`config.mk`:
```
export PLATFORM = sky130hd
export DESIGN_NAME = clkdiv_sync
export DESIGN_NICKNAME = d
export VERILOG_FILES = /design/src/rtl/clkdiv_pkg.sv /design/src/rtl/clkdiv_sync_in.sv /design/src/rtl/clkdiv_sync_gate.sv /design/src/rtl/clkdiv_counter.sv /design/src/rtl/clkdiv_sync.sv
export SDC_FILE = /design/constraint.sdc
export NUM_CORES = 1
export LEC_CHECK = 0
export CAP_MARGIN = 0
export CORE_MARGIN = 3
export CORE_UTILIZATION = 46
export CTS_CLUSTER_SIZE = 16
export DETAILED_ROUTE_END_ITERATION = 8
export PLACE_DENSITY = 0.75
export SLEW_MARGIN = 20
export SYNTH_ARGS = -nofsm -noshare
export SYNTH_HDL_FRONTEND = slang
export SYNTH_HIERARCHICAL = 1
export SYNTH_SLANG_ARGS = --single-unit
```
`constraint.sdc`:
```
create_clock -name clk -period 1.9 [get_ports clk]
set_input_delay 0.57 -clock clk [delete_from_list [all_inputs] [get_ports clk]]
set_output_delay 0.57 -clock clk [all_outputs]
set_load 0.02 [all_outputs]
```
`src/rtl/clkdiv_pkg.sv`:
```
package clkdiv_pkg;

   typedef enum logic [1:0] {
      SYNC_OFF   = 2'd0,
      SYNC_EVERY = 2'd1,
      SYNC_ONCE  = 2'd2
   } sync_mode_e;

   function automatic sync_mode_e decode_mode(input logic en, input logic once);
      if (!en)
         return SYNC_OFF;
      else if (once)
         return SYNC_ONCE;
      else
         return SYNC_EVERY;
   endfunction

endpackage

```
`src/rtl/clkdiv_sync_in.sv`:
```
module clkdiv_sync_in #(
   parameter int STAGES = 2
) (
   input  logic clk,
   input  logic rst_n,
   input  logic async_i,
   output logic rise_o
);
   localparam int CHAIN = STAGES + 1;

   if (STAGES < 2) begin : g_bad_stages
      $error("clkdiv_sync_in: STAGES must be at least 2");
   end

   logic [CHAIN-1:0] chain_q;

   for (genvar i = 0; i < CHAIN; i++) begin : g_chain
      if (i == 0) begin : g_first
         always_ff @(posedge clk or negedge rst_n) begin
            if (!rst_n) chain_q[0] <= 1'b0;
            else        chain_q[0] <= async_i;
         end
      end else begin : g_next
         always_ff @(posedge clk or negedge rst_n) begin
            if (!rst_n) chain_q[i] <= 1'b0;
            else        chain_q[i] <= chain_q[i-1];
         end
      end
   end

   assign rise_o = chain_q[STAGES-1] & ~chain_q[STAGES];

endmodule

```
`src/rtl/clkdiv_sync_gate.sv`:
```
module clkdiv_sync_gate
   import clkdiv_pkg::*;
(
   input  logic       clk,
   input  logic       rst_n,
   input  logic       cfg_wr,
   input  sync_mode_e mode_i,
   input  logic       rise_i,
   output logic       accept_o,
   output logic       armed_o
);
   logic armed_q;

   always_comb begin
      unique case (mode_i)
         SYNC_EVERY: accept_o = rise_i;
         SYNC_ONCE:  accept_o = rise_i & armed_q;
         default:    accept_o = 1'b0;
      endcase
   end

   always_ff @(posedge clk or negedge rst_n) begin
      if (!rst_n)
         armed_q <= 1'b0;
      else if (cfg_wr)
         armed_q <= 1'b1;
      else if (accept_o && mode_i == SYNC_ONCE)
         armed_q <= 1'b0;
   end

   assign armed_o = armed_q;

endmodule

```
`src/rtl/clkdiv_counter.sv`:
```
module clkdiv_counter #(
   parameter int RATIO_W = 3
) (
   input  logic               clk,
   input  logic               rst_n,
   input  logic [RATIO_W-1:0] ratio_i,
   input  logic               restart_i,
   output logic [RATIO_W-1:0] cnt_o,
   output logic [RATIO_W-1:0] act_o,
   output logic               ce_o,
   output logic               clk_o
);
   localparam int HW = RATIO_W + 1;

   logic [RATIO_W-1:0] cnt_q;
   logic [RATIO_W-1:0] act_q;
   logic               wrap;
   logic [HW-1:0]      hi_len;

   assign wrap   = (cnt_q == act_q);
   assign hi_len = ({1'b0, act_q} + HW'(1)) >> 1;

   always_ff @(posedge clk or negedge rst_n) begin
      if (!rst_n) begin
         cnt_q <= '0;
         act_q <= '0;
      end else if (restart_i || wrap) begin
         cnt_q <= '0;
         act_q <= ratio_i;
      end else begin
         cnt_q <= cnt_q + RATIO_W'(1);
      end
   end

   assign cnt_o = cnt_q;
   assign act_o = act_q;
   assign ce_o  = wrap;
   assign clk_o = ({1'b0, cnt_q} < hi_len);

endmodule

```
`src/rtl/clkdiv_sync.sv`:
```
module clkdiv_sync
   import clkdiv_pkg::*;
#(
   parameter int RATIO_W     = 3,
   parameter int SYNC_STAGES = 2
) (
   input  logic               clk,
   input  logic               rst_n,
   input  logic               cfg_wr,
   input  logic [RATIO_W-1:0] cfg_ratio,
   input  logic               cfg_sync_en,
   input  logic               cfg_sync_once,
   input  logic               sync_in,
   output logic               div_ce,
   output logic               div_clk,
   output logic               dcs_req
);
   if (RATIO_W < 1) begin : g_bad_width
      $error("clkdiv_sync: RATIO_W must be at least 1");
   end

   logic [RATIO_W-1:0] ratio_q;
   logic               en_q;
   logic               once_q;
   sync_mode_e         mode;
   logic               rise;
   logic               accept;
   logic               armed;
   logic [RATIO_W-1:0] cnt;
   logic [RATIO_W-1:0] act;

   always_ff @(posedge clk or negedge rst_n) begin
      if (!rst_n) begin
         ratio_q <= '0;
         en_q    <= 1'b0;
         once_q  <= 1'b0;
      end else if (cfg_wr) begin
         ratio_q <= cfg_ratio;
         en_q    <= cfg_sync_en;
         once_q  <= cfg_sync_once;
      end
   end

   assign mode    = decode_mode(en_q, once_q);
   assign dcs_req = (ratio_q != '0);

   clkdiv_sync_in #(.STAGES(SYNC_STAGES)) u_sync_in (
      .clk     (clk),
      .rst_n   (rst_n),
      .async_i (sync_in),
      .rise_o  (rise)
   );

   clkdiv_sync_gate u_gate (
      .clk      (clk),
      .rst_n    (rst_n),
      .cfg_wr   (cfg_wr),
      .mode_i   (mode),
      .rise_i   (rise),
      .accept_o (accept),
      .armed_o  (armed)
   );

   clkdiv_counter #(.RATIO_W(RATIO_W)) u_counter (
      .clk       (clk),
      .rst_n     (rst_n),
      .ratio_i   (ratio_q),
      .restart_i (accept),
      .cnt_o     (cnt),
      .act_o     (act),
      .ce_o      (div_ce),
      .clk_o     (div_clk)
   );

endmodule

```
## After elaboration in Yosys (flattened, before gate mapping)

Index checks and enable logic that the tools add are counted.

| cells by class | value |
|---|---|
| add/sub/neg operators | 2 |
| $lt $le $gt $ge | 1 |
| eq/ne operators | 3 |
| mux-type cells | 6 |
| bitwise gates (word level) | 3 |
| reduce and logical (&&, ||, !) cells | 4 |

Operators by type and width:

| operator | count |
|---|---|
| $add 3x1->4 const B | 1 |
| $mux 2 | 2 |
| $add 3x1->3 const B | 1 |
| $eq 3x3->1 | 1 |
| $lt 3x3->1 | 1 |
| $mux 3 | 1 |
| $reduce_bool 3->1 | 1 |
| $and 1x1->1 | 2 |
| $eq 2x1->1 const B | 1 |
| $eq 2x2->1 const B | 1 |
| $mux 1 | 2 |
| $pmux 1 s2 | 1 |
| $reduce_bool 2->1 | 1 |
| $logic_and 1x1->1 | 1 |
| $logic_or 1x1->1 | 1 |
| $not 1->1 | 1 |

| storage, ports and cells | value |
|---|---|
| register bits | 15 |
| input port bits | 9 |
| output and inout bits | 3 |
| logic and storage cells | 28 |

## Logic depth before layout (Yosys ltp)

Gate-level depths: netlist of run 1.

| logic depth | value |
|---|---|
| word-level depth | 7 |
| gate-level depth with buffers | 9 |
| depth with buffers taken out | 8 |

## Cells and area by module

Netlist of run 1, hierarchy kept.

By module, submodules not included:

| module | times used | cells each | area an instance (um^2) | sequential area each (um^2) |
|---|---|---|---|---|
| clkdiv_counter | 1 | 41 | 412.9 | 150.1 |
| clkdiv_sync | 1 | 13 | 200.2 | 125.1 |
| clkdiv_sync_in | 1 | 4 | 88.8 | 75.1 |
| clkdiv_sync_gate | 1 | 9 | 85.1 | 25.0 |

## Worst setup path before layout of run 1

OpenSTA, ideal clock, no wires.

| timing path | value |
|---|---|
| path type | register -> output |
| start | register u_counter.act_q[0] (netlist: u_counter/act_o[0]) |
| end | output div_clk |
| arrival | 1.510 ns |
| data required time | 1.330 ns |
| path slack | -0.180 ns |
| cell stages (with the launch flop) | 6 |
| buffers on the path | 0 |
| path through | dfrtp_1 -> ha_1 -> xnor2_1 -> ha_1 -> a21o_1 -> a21oi_1 |

| on the way | value |
|---|---|
| word-level cells in the longest chain between the ends | 2 |

Ends and longest elaborated chain:

| item | RTL line | source |
|---|---|---|
| from (decl) | clkdiv_counter.sv:16 | `logic [RATIO_W-1:0] act_q;` |
| from (signal assigned) | clkdiv_counter.sv:29 | `act_q <= ratio_i;` |
| $add 3x1->4 | clkdiv_counter.sv:21 | `assign hi_len = ({1'b0, act_q} + HW'(1)) >> 1;` |
| $lt 3x3->1 | clkdiv_counter.sv:38 | `assign clk_o = ({1'b0, cnt_q} < hi_len);` |
| to (decl) | clkdiv_sync.sv:15 | `output logic div_clk,` |

No other way between the ends.

## Worst setup path in the final report of run 1

Ends and elaborated chain as after synthesis.

==> flow_summary_export.csv, run 1 <==
group,metric,value,unit
yosys,synth_xor_area_share,5.564,%
yosys,ys_warn_count,6,
route,vias,637,
placed_design,dp_cells,109,
yosys,synth-compound-area-share,11.76,%
route,drtIter0Drc,17,
clock_network,cts-root-buf,"clkbuf_4",
timing,fmax,0.4307,GHz
worst_setup_path,crit_slowest_cell,"dfrtp_1",
clock_network,clk_latency,0.30,ns
worst_setup_path,setup.worst_path.start_class,"flop",
yosys,synth_mux_area_share,10.02,%
clock_network,cts_tree,"done",
floorplanning,rows,14,
cells_and_area,final_layout_size_suffix_gt1_share,47.47,%
yosys,synth_fa_ha_area_share,9.539,%
yosys,syn_avg_cell_area,11.75,um2
worst_setup_path,reg2regPathDepth,9,
power_and_ir_drop,power_leakage,0.5225,nW
worst_setup_path,crit_buf_inv,1,
run_status,violations,"setup timing",
route,ant_nets,0,
timing,tns,-0.4370,ns
yosys,synth_area,787.0,um2
cells_and_area,postLayoutCellArea,1167,um2
yosys,synthCells,67,
min_path,holdPathEnd,"u_sync_in/chain_q[1]",
global_routing,grt_start_max_net_pins,16,
clock_network,htree_levels,1,
global_routing,grt_pass1_wl,2.766,mm
timing,post-route-period-util,122.2,%
timing,rsz0062_at_grt,"yes",
floorplanning,die_h,47.36,um
placed_design,place_worst_setup_slack,-0.5767,ns
worst_setup_path,cp.required,1.33,ns
timing,fin_crit,2.322,ns
cells_and_area,final_common_cell,"buf_4",
worst_setup_path,path_max_fanout,2,
run_status,status,"finished with violations",
min_path,hold_path_depth,0,
worst_setup_path,reg2reg_from,"once_q",
timing,worstMarginPinSlew,0.2514,ns
timing,layout_setup_ws,-0.4220,ns
yosys,synth_seq_area_share,47.69,%
cells_and_area,layout_common_cells,"18 x buf_4, 15 x dfrtp_1, 8 x clkdlybuf4s50_1, 5 x mux2_2, 5 x nor2_1",
worst_setup_path,crit_chain,"ha_2 > xnor2_2 > ha_1 > a21o_1 > a21oi_4 > buf_6",
cells_and_area,layoutNonFillerInstCount,115,
yosys,ys_ff_latch,15,
clock_network,path_clk_slew,0.10,ns
worst_setup_path,r2r_end,"u_counter/act_o[0]",
route,drt_drc_violations_left,0,
placed_design,place_area,1045,um2
placed_design,io_buffer_count,11,
clock_network,hold_buffers,0,
worst_setup_path,end_kind,"primary output",
worst_setup_path,cp_top_family,"adder cells",
global_routing,grt_overflow,0,
cells_and_area,synthToLayoutAreaGrowth,48.33,%
clock_network,cts.sinks,15,
timing,hold_viol,0,
route,dr.pass1.iters,4,
min_path,hp-class,"reg2reg",
clock_network,clockBufferDepth,2,
flow_run,maxCapViolCount,0,
power_and_ir_drop,p_per_area,1548,nW/um2
placed_design,place.gp.congestion,0.7785,
floorplanning,start_util,50.48,%
clock_network,numCtsBuffers,3,
floorplanning,ios,12,
timing,clock_skew,0.002336,ns
global_routing,antenna_found_initial,0,
timing,slew_headroom,83.19,%
floorplanning,core,1559,um2
route,wl,1.732,mm
yosys,synth.distinct_cells,25,
global_routing,first_global_vias,637,
worst_setup_path,regToRegSetupSlack,0.02,ns
yosys,synth_top_family_by_area,"simple AND/OR/NAND/NOR gates",
timing,setup_viol_count_final,2,
placed_design,dp.final_hpwl,1.195,mm
cells_and_area,fin_nets,115,
worst_setup_path,cp_data_arrival_time,1.75,ns
floorplanning,die_w,47.36,um
global_routing,grt_util_all_layers,18.47,%
worst_setup_path,slowest_delay,0.40,ns
min_path,worstHoldStart,"u_sync_in/chain_q[0]",
worst_setup_path,worstSetupPathType,"reg2out",
floorplanning,die-area,2243,um2
yosys,yosys.area_share.simple,13.04,%
route,vias_per_cell,5.539,
route,wl_per_cell,15.06,um
timing,drv_slew,0,
power_and_ir_drop,ir_drop,0.001062,V
yosys,syn-num-nets,82,
cells_and_area,antenna_cells,0,
## routing by layer
layer  GRT usage, %  routed length [um]  part of all wire, %  vias up
li1               -                   -                    -      304
met1          20.67                 734                   42      308
met2          31.02                 881                   51       23
met3          5.747                 100                  5.8        2
met4          9.945                  16                 0.92        0
met5              0                   0                    0        -
## metrics by stage
step / utilization, % / hold slack, ns / total power [W]
after floorplan: - / 0.2744 / 0.001006
after global placement: 67.01 / 0.3464 / 0.001386
after detailed placement: 67.01 / 0.3484 / 0.001428
after CTS: 72.55 / 0.3714 / 0.001755
after global routing: 74.88 / 0.3742 / 0.001931
final: 74.88 / 0.3687 / 0.001807
## worst max path at each step
stage / startpoint / endpoint / cells past startpoint
6_report: u_counter/act_o[0] / div_clk / 6
5_1_grt: u_counter/act_o[0] / div_clk / 6
4_1_cts: u_counter/act_o[0] / div_clk / 6
3_5_place_dp: u_counter/act_o[0] / div_clk / 6
3_3_place_gp: u_counter/act_o[0] / div_clk / 6
2_1_floorplan: u_counter/act_o[0] / div_clk / 5
## timing repair
action | CTS | global route
buffers inserted | 3 | 1
endpoints found under the setup margin | 5 | 6
cloned | 0 | 0
pin swaps | 5 | 7
resized for setup | 21 | 10
## power breakdown
part | internal (W) | total [W] | switching, W
logic | 0.000628 | 0.00115 | 0.000527
registers | 0.000397 | 0.000454 | 0.0000572
clock network | 0.0000803 | 0.000198 | 0.000118
## area by class of cell
type / count / area, um2
multi-input combinational: 47 / 484.2
clock inverter: 1 / 7.507
timing repair buffer: 29 / 242.7
tap: 16 / 20.02
sequential: 15 / 375.4
clock buffer: 3 / 22.52
inverter: 4 / 15.01
fill: 93 / 391.6
## Yosys cell counts
master,instances,area [um2]
nand3b_1,1,7.510
nor2b_4,1,13.76
a31o_1,2,17.52
nor3b_1,1,7.510
clkbuf_1,1,3.750
and4b_1,1,10.01
or3_1,1,6.260
a21o_1,2,15.01
dfrtp_1,15,375.4
ha_1,6,75.07
mux2_1,2,22.52
a211oi_2,1,12.51
and2_1,1,6.260
a2bb2oi_1,1,8.760
a21oi_1,4,20.02
nand3_1,1,5.000
mux2_2,5,56.30
nor2b_1,1,6.260
xnor2_1,5,43.79
nand2b_1,1,6.260
a31oi_1,3,18.77
nor2_1,5,18.77
and3_1,1,6.260
nand4b_1,1,8.760
inv_1,4,15.01
## registers in the layout, summed over array words and instances (netlist names)
name	flops
ratio_q	3
u_counter/act_o	3
u_counter/cnt_o	3
u_sync_in/chain_q	3
en_q	1
once_q	1
u_gate/armed_o	1
## cell families (layout without fill, tap and decap cells)
group / count (synthesis) / in the layout
AND/OR/NAND/NOR: 16 / 16
flip-flops: 15 / 15
AO/OA/AOI/OAI: 13 / 13
multiplexers: 7 / 7
adder cells (fa/ha/maj): 6 / 6
XOR/XNOR: 5 / 5
buffers and inverters: 5 / 37
Power figures use the tool's default switching activity.
==> run 2: changes to the inputs <==
--- a/config.mk
+++ b/config.mk
@@ -5,12 +5,15 @@
 export SDC_FILE = /design/constraint.sdc
 export NUM_CORES = 1
 export LEC_CHECK = 0
+export ABC_CLOCK_PERIOD_IN_PS = 1900
 export CAP_MARGIN = 0
+export CELL_PAD_IN_SITES_DETAIL_PLACEMENT = 1
+export CELL_PAD_IN_SITES_GLOBAL_PLACEMENT = 2
 export CORE_MARGIN = 3
-export CORE_UTILIZATION = 46
+export CORE_UTILIZATION = 30
 export CTS_CLUSTER_SIZE = 16
 export DETAILED_ROUTE_END_ITERATION = 8
-export PLACE_DENSITY = 0.75
+export PLACE_DENSITY = 0.74
 export SLEW_MARGIN = 20
 export SYNTH_ARGS = -nofsm -noshare
 export SYNTH_HDL_FRONTEND = slang
==> run 2 against run 1 <==
The flow still finishes with violations (setup timing); clock-buffer cell count is the same; setup slack better by 0.039 ns; design area increased by 2.1%; sequential share of layout area shrank 0.67 points.
==> flow_summary_export.csv, run 2 (same netlist as run 1, synthesis figures left out) <==
group,metric,value,unit
run_status,status,"finished with violations",
run_status,violations,"setup timing",
worst_setup_path,path_max_fanout,2,
worst_setup_path,cp.required,1.33,ns
worst_setup_path,setup.worst_path.start_class,"flop",
route,vias_per_cell,4.929,
worst_setup_path,cp_data_arrival_time,1.71,ns
global_routing,antenna_found_initial,0,
floorplanning,die_h,57.22,um
power_and_ir_drop,p_per_area,1519,nW/um2
floorplanning,die_w,57.22,um
worst_setup_path,crit_end,"div_clk",
flow_run,maxCapViolCount,0,
timing,slew_headroom,81.35,%
clock_network,cts-root-buf,"clkbuf_4",
placed_design,place.gp.congestion,0.7881,
worst_setup_path,cp.depth,6,
timing,timing.hold.ws,0.3615,ns
timing,layout_setup_ws,-0.3827,ns
floorplanning,ios,12,
worst_setup_path,regToRegSetupSlack,0.07,ns
worst_setup_path,r2r_end,"u_counter/act_o[0]",
cells_and_area,layoutNonFillerInstCount,127,
placed_design,dp.final_hpwl,1.349,mm
clock_network,numCtsBuffers,3,
timing,post-route-period-util,120.1,%
cells_and_area,postLayoutCellArea,1192,um2
clock_network,cts.sinks,15,
timing,rsz0062_at_grt,"yes",
placed_design,dp_cells,122,
cells_and_area,layout_common_cells,"17 x buf_4, 15 x dfrtp_1, 8 x clkdlybuf4s50_1, 5 x mux2_2, 5 x nor2_1",
global_routing,first_global_vias,690,
min_path,hp-class,"reg2reg",
worst_setup_path,cp_top_family,"adder cells",
clock_network,path_clk_slew,0.10,ns
global_routing,grt_overflow,0,
clock_network,htree_levels,1,
timing,worstMarginPinSlew,0.2789,ns
worst_setup_path,slowest_delay,0.40,ns
floorplanning,die-area,3274,um2
global_routing,grt_pass1_wl,3.042,mm
cells_and_area,antenna_cells,0,
route,drtIter0Drc,5,
clock_network,clk_latency,0.30,ns
timing,fin_crit,2.283,ns
cells_and_area,final_layout_size_suffix_gt1_share,48.48,%
clock_network,cts_tree,"done",
worst_setup_path,end_kind,"primary output",
cells_and_area,final_common_cell,"buf_4",
global_routing,grt_util_all_layers,12.63,%
worst_setup_path,crit_slowest_cell,"dfrtp_1",
placed_design,place_worst_setup_slack,-0.5477,ns
clock_network,clockBufferDepth,2,
worst_setup_path,reg2reg_from,"en_q",
worst_setup_path,startpoint,"u_counter/act_o[0]",
floorplanning,core,2340,um2
worst_setup_path,worstSetupPathType,"reg2out",
global_routing,grt_start_max_net_pins,16,
floorplanning,rows,17,
route,vias,626,
route,wl_per_cell,14.85,um
placed_design,io_buffer_count,11,
route,ant_nets,0,
timing,setup_viol_count_final,2,
cells_and_area,fin_nets,115,
floorplanning,start_util,33.64,%
route,dr.pass1.iters,4,
timing,tns,-0.4107,ns
cells_and_area,synthToLayoutAreaGrowth,51.51,%
route,wl,1.886,mm
power_and_ir_drop,ir_drop,0.0007588,V
route,drt_drc_violations_left,0,
worst_setup_path,crit_buf_inv,1,
worst_setup_path,crit_chain,"ha_2 > xnor2_2 > ha_1 > a21o_1 > a21oi_4 > buf_6",
timing,fmax,0.4381,GHz
worst_setup_path,reg2regPathDepth,9,
timing,hold_viol,0,
power_and_ir_drop,power_leakage,0.5245,nW
placed_design,place_area,1067,um2
timing,clock_skew,0.005144,ns
timing,drv_slew,0,
-- run 2: worst min-delay path by stage --
stage	from	to	slack (ns)	depth (start not counted)
finish	u_sync_in/chain_q[0]	u_sync_in/chain_q[1]	0.36	0
global route	u_sync_in/chain_q[0]	u_sync_in/chain_q[1]	0.38	0
CTS	u_sync_in/chain_q[0]	u_sync_in/chain_q[1]	0.37	0
floorplan	rst_n	en_q	0.27	0
detailed placement	u_sync_in/chain_q[0]	u_sync_in/chain_q[1]	0.34	0
global placement	u_sync_in/chain_q[0]	u_sync_in/chain_q[1]	0.34	0
-- run 2: what timing repair did --
item | in CTS | in global routing
hold buffers | 0 | 0
setup buffers | 0 | 2
gates resized for setup | 22 | 11
pin swaps | 3 | 3
endpoints found under the setup margin | 5 | 6
-- run 2: metal layers --
layer	GRT usage [%]	share of wire (%)	up-vias
met5	0	0	-
met4	7.947	2.5	0
met3	4.299	2.2	4
met2	19.41	47	6
met1	15.04	48	309
li1	-	-	307
-- run 2: power breakdown --
group / internal, W / switching, W
registers: 0.000397 / 0.0000766
clock network: 0.0000803 / 0.000119
logic: 0.000634 / 0.000505
-- run 2: area by class of cell --
| type | instances | area (um2) |
|---|---|---|
| clock buffers | 3 | 22.52 |
| clock inverters | 1 | 7.507 |
| fillers | 261 | 1147 |
| inverters | 4 | 15.01 |
| multi-input cells | 47 | 490.5 |
| flip-flops and latches | 15 | 375.4 |
| well taps | 28 | 35.03 |
| repair buffers | 29 | 246.5 |
-- run 2: worst register-to-register path, stage by stage (launching register included) --
cell	delay (ns)
dfrtp_1	0.41
nor2b_4	0.14
buf_4	0.13
ha_2	0.18
a21oi_2	0.15
nor3b_2	0.06
buf_4	0.15
mux2_4	0.30
a31oi_2	0.15
a211oi_2	0.06
-- run 2: metrics by stage --
stage	util, %	power [W]
after global placement	45.62	0.001411
after CTS	48.18	0.001720
after detailed placement	45.62	0.001434
final	50.96	0.001812
after floorplan	-	0.001006
after global routing	50.96	0.001953
==> run 3: changes to the inputs <==
--- a/config.mk
+++ b/config.mk
@@ -9,8 +9,9 @@
 export CAP_MARGIN = 0
 export CELL_PAD_IN_SITES_DETAIL_PLACEMENT = 1
 export CELL_PAD_IN_SITES_GLOBAL_PLACEMENT = 2
-export CORE_MARGIN = 3
+export CORE_MARGIN = 5
 export CORE_UTILIZATION = 30
+export CTS_CLUSTER_DIAMETER = 40
 export CTS_CLUSTER_SIZE = 16
 export DETAILED_ROUTE_END_ITERATION = 8
 export PLACE_DENSITY = 0.74
==> run 3 against run 2 <==
The run still ends with setup timing left; utilization down 0.86 points; wire length up 16%; sequential share of layout area fell by 1.5 points; global-route usage increased by 0.50 points; design area rose by 5.0%; clock-buffer cell count up 1; die area is 14% higher; critical path type unchanged.
==> flow_summary_export.csv, run 3 (same netlist as run 1, synthesis figures left out) <==
group,metric,value,unit
run_status,status,"finished with violations",
run_status,violations,"setup timing",
clock_network,cts.sinks,15,
clock_network,cts-root-buf,"clkbuf_4",
min_path,worstHoldStart,"u_sync_in/chain_q[0]",
min_path,hp-class,"reg2reg",
global_routing,antenna_found_initial,0,
global_routing,grt_start_max_net_pins,16,
floorplanning,rows,18,
worst_setup_path,startpoint,"u_counter/act_o[0]",
placed_design,place.gp.congestion,0.7270,
cells_and_area,nFillCells,259,
placed_design,place_worst_setup_slack,-0.5515,ns
global_routing,first_global_vias,714,
power_and_ir_drop,combPwrFrac,67.0,%
cells_and_area,synthToLayoutAreaGrowth,59.14,%
power_and_ir_drop,seq_power_share,24.2,%
clock_network,clk_latency,0.28,ns
route,drtIter0Drc,9,
clock_network,cts_tree,"done",
worst_setup_path,path_max_fanout,2,
power_and_ir_drop,intPower,0.001207,W
floorplanning,start_util,31.48,%
worst_setup_path,r2r_end,"u_counter/act_o[0]",
worst_setup_path,end_kind,"primary output",
timing,fmax,0.4407,GHz
route,ant_nets,0,
cells_and_area,layoutNonFillerInstCount,129,
power_and_ir_drop,ir_drop,0.001019,V
clock_network,htree_levels,1,
worst_setup_path,setup.worst_path.start_class,"flop",
timing,slew_headroom,79.36,%
min_path,hold_path_depth,0,
global_routing,grt_util_all_layers,13.12,%
timing,rsz0062_at_grt,"yes",
global_routing,grt_overflow,0,
timing,post-route-period-util,119.4,%
floorplanning,die_w,61.22,um
route,wl,2.187,mm
power_and_ir_drop,power_frac_clock,8.9,%
floorplanning,die_h,61.22,um
clock_network,numCtsBuffers,3,
floorplanning,ios,12,
route,drt_drc_violations_left,0,
power_and_ir_drop,p_per_area,1588,nW/um2
route,vias,627,
worst_setup_path,crit_end,"div_clk",
cells_and_area,fin_nets,115,
timing,setup_viol_count_final,2,
placed_design,dp.final_hpwl,1.490,mm
floorplanning,die-area,3748,um2
flow_run,maxCapViolCount,0,
floorplanning,core,2500,um2
cells_and_area,final_common_cell,"buf_4",
cells_and_area,post-route-util,50.10,%
power_and_ir_drop,switching_share,39.32,%
placed_design,io_buffer_count,11,
timing,worstMarginPinSlew,0.3092,ns
cells_and_area,antenna_cells,0,
power_and_ir_drop,p_switching,0.0007820,W
cells_and_area,layout_common_cells,"17 x buf_4, 15 x dfrtp_1, 8 x clkdlybuf4s50_1, 5 x mux2_2, 5 x nor2_1",
global_routing,grt_pass1_wl,3.353,mm
route,wl_per_cell,16.95,um
worst_setup_path,reg2reg_from,"once_q",
worst_setup_path,reg2regPathDepth,8,
worst_setup_path,worstSetupPathType,"reg2out",
cells_and_area,final_layout_size_suffix_gt1_share,48.48,%
timing,layout_setup_ws,-0.3691,ns
placed_design,dp_cells,124,
timing,fin_crit,2.269,ns
clock_network,path_clk_slew,0.08,ns
route,vias_per_cell,4.860,
worst_setup_path,cp_data_arrival_time,1.70,ns
route,dr.pass1.iters,3,
timing,drv_slew,0,
timing,clock_skew,0.001707,ns
clock_network,clockBufferDepth,2,
power_and_ir_drop,power_leakage,0.5369,nW
timing,hold_viol,0,
worst_setup_path,cp.required,1.33,ns
worst_setup_path,regToRegSetupSlack,0.04,ns
## run 3: layout make-up
type                       count  area [um2]  area share, %
multi-input combinational     47       551.8          44.06
sequential                    15       375.4          29.97
timing repair buffer          29       246.5          19.68
tap                           30       37.54          2.997
clock buffer                   4       26.28          2.098
inverter                       4       15.01          1.199
## run 3: how the worst min path moves through the flow
stage | to | slack, ns
after floorplan | en_q | 0.27
after global placement | u_sync_in/chain_q[1] | 0.34
after detailed placement | u_sync_in/chain_q[1] | 0.35
after CTS | u_sync_in/chain_q[1] | 0.37
after global routing | u_sync_in/chain_q[1] | 0.37
final | u_sync_in/chain_q[1] | 0.36
## run 3: worst max-delay path: stages (launching register included)
cell     delay (ns)
dfrtp_1        0.40
ha_2           0.21
xnor2_2        0.13
ha_1           0.27
a21o_1         0.18
a21oi_4        0.12
buf_6          0.12
## run 3: timing repair
| item | 4_1_cts | 5_1_grt |
|---|---|---|
| pin swaps | 2 | 2 |
| resized for setup | 24 | 15 |
| hold buffers | 0 | 0 |
| setup buffers | 3 | 0 |
| endpoints found under the hold margin | 0 | 0 |
| endpoints found under the setup margin | 5 | 9 |
## run 3: through the flow
stage	hold WS, ns	power (W)	setup TNS, ns	instance area, um2
5_1_grt	0.3666	0.002137	-0.6075	1252
2_1_floorplan	0.2744	0.001006	-0.02672	799.5
3_5_place_dp	0.3465	0.001452	-0.7886	1070
3_3_place_gp	0.3402	0.001411	-0.7089	1070
4_1_cts	0.3662	0.001774	-0.4025	1169
6_report	0.3596	0.001989	-0.3709	1252
## run 3: routing by layer
metal | part of all wire, % | vias up | global-route usage [%]
met5 | 0 | - | 0
met4 | 1.3 | 0 | 6.502
met3 | 2.4 | 2 | 3.354
met2 | 57 | 8 | 23.56
met1 | 40 | 315 | 14.17
li1 | - | 302 | -
## run 3: power by group through the flow
stage / Sequential (W) / Clock [W] / Combinational [W]
5_1_grt: 0.000493 / 0.000204 / 0.00144
6_report: 0.000480 / 0.000177 / 0.00133
4_1_cts: 0.000465 / 0.000189 / 0.00112
2_1_floorplan: 0.000480 / 0 / 0.000526
3_5_place_dp: 0.000461 / 0 / 0.000991
3_3_place_gp: 0.000458 / 0 / 0.000953
